$ cat src/rtl/rxr_pkg.sv
package rxr_pkg;

    localparam int STAT_W   = 32;
    localparam int LEN_W    = 12;
    localparam int CRC_B    = 4;

    localparam int OWN_POS  = 31;
    localparam int FRAG_POS = 30;
    localparam int GOOD_POS = 27;
    localparam int LONG_POS = 22;

    typedef logic [STAT_W-1:0] stat_t;

    typedef enum logic {
        ENG_IDLE = 1'b0,
        ENG_WAIT = 1'b1
    } eng_state_e;

    typedef struct packed {
        logic             accept;
        logic [LEN_W-1:0] len;
    } verdict_t;

    function automatic logic is_host_owned(stat_t s);
        return s[OWN_POS];
    endfunction

    function automatic verdict_t judge_frame(stat_t s);
        verdict_t v;
        v.accept = s[GOOD_POS] & ~s[FRAG_POS] & ~s[LONG_POS];
        v.len    = v.accept ? (s[LEN_W-1:0] - LEN_W'(CRC_B)) : '0;
        return v;
    endfunction

endpackage

$ cat src/rtl/rxr_desc_store.sv
module rxr_desc_store
    import rxr_pkg::*;
#(
    parameter int ENTRIES   = 4,
    parameter int BUF_BYTES = 1536,
    localparam int IDX_W    = $clog2(ENTRIES)
) (
    input  logic             clk,
    input  logic             rst,
    input  logic             ext_we,
    input  logic [IDX_W-1:0] ext_idx,
    input  stat_t            ext_data,
    input  logic             rearm_we,
    input  logic [IDX_W-1:0] rearm_idx,
    input  logic [IDX_W-1:0] host_idx,
    output stat_t            host_data,
    input  logic [IDX_W-1:0] eng_idx,
    output stat_t            eng_data
);

    localparam stat_t ARMED = stat_t'(BUF_BYTES);

    stat_t ent [ENTRIES];

    for (genvar e = 0; e < ENTRIES; e++) begin : g_ent
        always_ff @(posedge clk) begin
            if (rst) begin
                ent[e] <= ARMED;
            end else if (rearm_we && rearm_idx == IDX_W'(e)) begin
                ent[e] <= ARMED;
            end else if (ext_we && ext_idx == IDX_W'(e)) begin
                ent[e] <= ext_data;
            end
        end
    end

    assign host_data = ent[host_idx];
    assign eng_data  = ent[eng_idx];

    // a consumed entry holds the buffer size after the edge
    a_r5_rearm_lands: assert property (@(posedge clk) disable iff (rst)
        rearm_we |=> ent[$past(rearm_idx)] == ARMED);

endmodule

$ cat src/rtl/rxr_poll_engine.sv
module rxr_poll_engine
    import rxr_pkg::*;
#(
    parameter int ENTRIES       = 4,
    parameter int TIMEOUT_POLLS = 1000000,
    localparam int IDX_W        = $clog2(ENTRIES),
    localparam int CNT_W        = $clog2(TIMEOUT_POLLS + 1)
) (
    input  logic             clk,
    input  logic             rst,
    input  logic             poll_req,
    input  stat_t            cur_stat,
    output logic [IDX_W-1:0] cur_idx,
    output logic             rearm_we,
    output logic             busy,
    output logic             done,
    output logic             deliver,
    output logic [LEN_W-1:0] len,
    output logic             timeout,
    output logic             restart
);

    localparam logic [CNT_W-1:0] LAST_TRY = CNT_W'(TIMEOUT_POLLS - 1);
    localparam logic [IDX_W-1:0] LAST_IDX = IDX_W'(ENTRIES - 1);

    eng_state_e       state;
    logic [CNT_W-1:0] tries;
    logic             seen;
    verdict_t         verdict;
    logic [IDX_W-1:0] next_idx;

    always_comb begin
        seen     = (state == ENG_WAIT) && is_host_owned(cur_stat);
        verdict  = judge_frame(cur_stat);
        next_idx = (cur_idx == LAST_IDX) ? '0 : cur_idx + 1'b1;
    end

    assign rearm_we = seen;
    assign busy     = (state == ENG_WAIT);

    always_ff @(posedge clk) begin
        if (rst) begin
            state   <= ENG_IDLE;
            tries   <= '0;
            cur_idx <= '0;
            done    <= 1'b0;
            deliver <= 1'b0;
            len     <= '0;
            timeout <= 1'b0;
            restart <= 1'b0;
        end else begin
            done    <= 1'b0;
            deliver <= 1'b0;
            len     <= '0;
            timeout <= 1'b0;
            restart <= 1'b0;
            case (state)
                ENG_IDLE: begin
                    if (poll_req) begin
                        state <= ENG_WAIT;
                        tries <= '0;
                    end
                end
                ENG_WAIT: begin
                    if (seen) begin
                        done    <= 1'b1;
                        deliver <= verdict.accept;
                        len     <= verdict.len;
                        restart <= 1'b1;
                        cur_idx <= next_idx;
                        state   <= ENG_IDLE;
                    end else if (tries == LAST_TRY) begin
                        timeout <= 1'b1;
                        restart <= 1'b1;
                        state   <= ENG_IDLE;
                    end else begin
                        tries <= tries + 1'b1;
                    end
                end
                default: state <= ENG_IDLE;
            endcase
        end
    end

    // completion pulses are exclusive
    a_r10_done_xor_timeout: assert property (@(posedge clk) disable iff (rst)
        !(done && timeout));

    // acceptance only with a consumed entry
    a_r3_deliver_needs_done: assert property (@(posedge clk) disable iff (rst)
        deliver |-> done);

    // ring position steps with wrap on completion
    a_r6_index_step: assert property (@(posedge clk) disable iff (rst)
        done |-> cur_idx == (($past(cur_idx) == LAST_IDX) ? '0 : $past(cur_idx) + 1'b1));

    // ring position holds on a timeout
    a_r7_index_hold: assert property (@(posedge clk) disable iff (rst)
        timeout |-> cur_idx == $past(cur_idx));

    // attempt counter stays inside its window
    a_r7_tries_bound: assert property (@(posedge clk) disable iff (rst)
        tries <= LAST_TRY);

    // restart strobe only when the wait is over
    a_r8_restart_idle: assert property (@(posedge clk) disable iff (rst)
        restart |-> !busy);

endmodule

$ cat src/rtl/rxr_ring_consumer.sv
module rxr_ring_consumer
    import rxr_pkg::*;
#(
    parameter int ENTRIES       = 4,
    parameter int BUF_BYTES     = 1536,
    parameter int TIMEOUT_POLLS = 1000000,
    localparam int IDX_W        = $clog2(ENTRIES)
) (
    input  logic             clk,
    input  logic             rst,
    input  logic             desc_we,
    input  logic [IDX_W-1:0] desc_widx,
    input  logic [31:0]      desc_wdata,
    input  logic [IDX_W-1:0] desc_ridx,
    output logic [31:0]      desc_rdata,
    input  logic             poll_req,
    output logic             poll_busy,
    output logic             rx_done,
    output logic             rx_deliver,
    output logic [11:0]      rx_len,
    output logic             rx_timeout,
    output logic             rx_restart,
    output logic [IDX_W-1:0] ring_idx
);

    stat_t            eng_stat;
    logic             rearm_we;
    logic [IDX_W-1:0] cur_idx;

    rxr_desc_store #(
        .ENTRIES  (ENTRIES),
        .BUF_BYTES(BUF_BYTES)
    ) u_store (
        .clk      (clk),
        .rst      (rst),
        .ext_we   (desc_we),
        .ext_idx  (desc_widx),
        .ext_data (desc_wdata),
        .rearm_we (rearm_we),
        .rearm_idx(cur_idx),
        .host_idx (desc_ridx),
        .host_data(desc_rdata),
        .eng_idx  (cur_idx),
        .eng_data (eng_stat)
    );

    rxr_poll_engine #(
        .ENTRIES      (ENTRIES),
        .TIMEOUT_POLLS(TIMEOUT_POLLS)
    ) u_engine (
        .clk     (clk),
        .rst     (rst),
        .poll_req(poll_req),
        .cur_stat(eng_stat),
        .cur_idx (cur_idx),
        .rearm_we(rearm_we),
        .busy    (poll_busy),
        .done    (rx_done),
        .deliver (rx_deliver),
        .len     (rx_len),
        .timeout (rx_timeout),
        .restart (rx_restart)
    );

    assign ring_idx = cur_idx;

endmodule

$ cat config.mk
export PLATFORM = sky130hd
export DESIGN_NAME = rxr_ring_consumer
export DESIGN_NICKNAME = d
export VERILOG_FILES = /design/src/rtl/rxr_pkg.sv /design/src/rtl/rxr_desc_store.sv /design/src/rtl/rxr_poll_engine.sv /design/src/rtl/rxr_ring_consumer.sv
export SDC_FILE = /design/constraint.sdc
export NUM_CORES = 1
export LEC_CHECK = 0
export ABC_CLOCK_PERIOD_IN_PS = 5500
export BUFFER_PORTS_ARGS = -buffer_cell sky130_fd_sc_hd__buf_2
export CORE_MARGIN = 3
export CORE_UTILIZATION = 62
export CTS_BUF_LIST = sky130_fd_sc_hd__clkbuf_16
export CTS_CLUSTER_SIZE = 28
export DETAILED_ROUTE_END_ITERATION = 10
export GPL_TIMING_DRIVEN = 0
export PLACE_DENSITY = 0.95
export REMOVE_ABC_BUFFERS = 1
export SYNTH_ARGS = -nofsm -noshare
export SYNTH_HDL_FRONTEND = slang
export SYNTH_SLANG_ARGS = --single-unit
$ cat constraint.sdc
create_clock -name clk -period 5.5 [get_ports clk]
set_clock_uncertainty 0.1 [all_clocks]
set_input_delay 1.1 -clock clk [delete_from_list [all_inputs] [get_ports clk]]
set_output_delay 1.1 -clock clk [all_outputs]
set_load 0.05 [all_outputs]
==> flow_metrics.tcl <==
set metrics [dict create \
    tns_ns 0 \
    post_cts_buffers 0 \
    arrival_ns 2.86 \
    synth_cell_types 46 \
    crit_path_frequent_cell "buf_2" \
    viasPerCell 6.113 \
    period_needed_ns 4.062 \
    finalNetCount 702 \
    cts_buffer_depth 2 \
    irDropWorstVdd_uv 254.6 \
    r2r_cells 5 \
    fp.dieW_microns 119.3 \
    root_buffer "clkbuf_16" \
    drive_above_1_share_pct 26.46 \
    route.detailed.drc 0 \
    cp_num_buf_inv 2 \
    synthCells 574 \
    htree_levels 4 \
    setup-violations-final 0 \
    cts_resized 0 \
    rows 40 \
    ys_seq_area_share_pct 58.60 \
    die-area_sq_mm 0.01423 \
    gp_congestion 0.9159 \
    synthFlopType "edfxtp_1" \
    crit_path_start_kind "input pin" \
    multi_input_area_sq_mm 0.003099 \
    grt_pass1_wl_microns 28500 \
    r2r_end "u_store.ent[2][24]" \
    dp_hpwl_microns 11290 \
    p_per_area_mw_per_mm2 316.4 \
    end_kind "primary output" \
    die_h_microns 119.3 \
    final_cell_mix "128 x edfxtp_1, 122 x and2_1, 90 x buf_2" \
    grt_usage_pct 26.27 \
    status "finished, final reports clean" \
    grt_pass1_vias 5399 \
    holdPathStages 2 \
    final-instance-count-excl-fill 838 \
    syn_area_per_cell_sq_um 13.87 \
    dpl-instance-area_sq_mm 0.008572 \
    ios 91 \
    max_freq_mhz 246.2 \
    core_area_sq_mm 0.01226 \
    internal_power_mw 2.154 \
    synth_edf_count 128 \
    cp_top_family "buffers and inverters" \
    wl_microns 17810 \
    p_sw_uw 728.7 \
    cts_made_buffers 17 \
    grt_max_degree 33 \
    path_max_fanout 32 \
    overflow 0 \
    relSlewSlack_pct 13.91 \
    holdPathEnd "u_engine.tries[11]" \
    drv_cap 0 \
    min-delay-start "u_engine.tries[11]" \
    stdcell_area_sq_mm 0.009111 \
    path_class "in -> out" \
    num-fill-cells 722 \
    first_pass_iters 5 \
    synth-seq-cells 169 \
    p_sw_share_pct 25.28 \
    hold_buffers 0 \
    p_clk_share_pct 37.8 \
    yosysWarnings 0 \
    drtIter0Drc 413 \
    period_share_pct 73.86 \
    cts_tree "built" \
    clkTransAtPathRegs_ns 0.06 \
    hold_viol 0 \
    power_frac_seq_pct 50.7 \
    pwr-share-comb_pct 11.4 \
    cp_cell_sequence "buf_2 -> mux4_2 -> buf_2" \
    slew_viol_final 0 \
    cts.sink_count 169 \
    worstPathRequired_ns 4.30 \
    dp_cells 805 \
    syn2layout_area_growth_pct 14.46 \
    async_flop_share_pct 0 \
    antenna_left 0 \
    port_buffers 90 \
    rsz0062_at_grt "no" \
    ff_latch_area_sq_mm 0.004664 \
    antenna_found_initial 1 \
    slowest_delay_ns 0.82 \
    hp-class "reg -> reg" \
    worst_pin_slew_ns 1.291 \
    avgRoutedWirePerCell_microns 21.25 \
    syn-cell-area_sq_mm 0.007960 \
    initial_core_util_pct 64.92 \
    p_leak_nw 3.432 \
    clock_latency_ns 0.43 \
    final_common_cell "edfxtp_1" \
    vias 5123 \
    worst_path_max_delay_cell "buf_2" \
    r2r_slack_ns 2.14 \
]
==> power groups by stage <==
stage / clock [mW] / sequential [mW] / combinational (mW)
CTS: 1.10 / 1.46 / 0.331
finish: 1.09 / 1.46 / 0.329
detailed placement: 0 / 1.49 / 0.328
floorplan: 0 / 1.48 / 0.217
global placement: 0 / 1.48 / 0.311
global route: 1.15 / 1.47 / 0.349
==> cell usage after synthesis (all sizes together) (4+ instances only) <==
library cell,n,area share [%]
mux2i,12,1.5
nand3,13,0.82
inv,11,0.52
and3,7,0.55
nand4,8,0.63
and2,124,9.8
mux4,45,13
nand2,33,1.6
ha,6,0.94
a2111o,5,0.71
clkbuf,17,0.80
a21oi,19,1.2
nor4,4,0.47
buf,18,1.7
nor2,20,0.94
edfxtp,128,48
dfxtp,41,10
xor2,6,0.66
nand2b,20,1.6
==> worst max-delay path by stage <==
stage	startpoint	endpoint	slack (ns)	cells past startpoint
floorplan	flip-flop	u_store.ent[3][0]	2.42	4
global placement	flip-flop	u_store.ent[1][22]	0.93	4
detailed placement	desc_ridx[0]	desc_rdata[22]	1.38	3
CTS	desc_ridx[0]	desc_rdata[22]	1.36	3
global route	desc_ridx[0]	desc_rdata[22]	1.26	3
finish	desc_ridx[0]	desc_rdata[22]	1.44	3
==> cell type report <==
type                       instances  share of cell area, %
antenna                            1                0.02746
tap                              168                  2.307
timing repair buffer              98                  6.111
clock inverter                    15                  1.222
multi-input combinational        359                  34.02
inverter                          11                 0.4532
clock buffer                      17                  4.669
sequential                       169                  51.19
==> tightest hold or removal path, cell delays in order, from the launching register on <==
cell and delay, ns:
dfxtp_1 0.33, nand2_1 0.06, mux2i_1 0.05
==> cell families (layout without fill, tap and decap cells) <==
logic type	Yosys count	after routing	synth area share (%)
AO/OA/AOI/OAI	41	41	4.134
XOR/XNOR	7	7	0.7702
adder cells (fa/ha/maj)	6	6	0.9431
buffers and inverters	46	141	3.002
flip-flops	169	169	58.60
multiplexers	57	57	14.48
other	0	1	0
AND/OR/NAND/NOR	248	248	18.08
==> routing by layer <==
metal / routed length (microns) / track usage [%]
met5: 0 / 0
met4: 536 / 11.95
met3: 1222 / 5.745
met2: 9358 / 44.86
met1: 6694 / 32.13
==> stage by stage <==
stage	hold slack (ns)	total power, mW	worst slack, ns	util (%)
after CTS	0.3856	2.891	1.362	74.29
after global placement	0.3606	1.792	0.9251	68.69
after global routing	0.4205	2.968	1.262	74.31
after floorplan	0.3430	1.700	2.421	-
final	0.3835	2.883	1.438	74.31
after detailed placement	0.3792	1.816	1.383	69.91
==> registers in the layout, indices dropped and copies added, names as in the netlist, named ones only <==
| register | count |
|---|---|
| u_engine.timeout | 1 |
| u_store.ent | 128 |
| u_engine.done | 1 |
| u_engine.cur_idx | 2 |
| u_engine.busy | 1 |
| u_engine.deliver | 1 |
| u_engine.restart | 1 |
| u_engine.tries | 20 |
| u_engine.len | 12 |
Note: power is estimated with default switching activity, not from simulation.
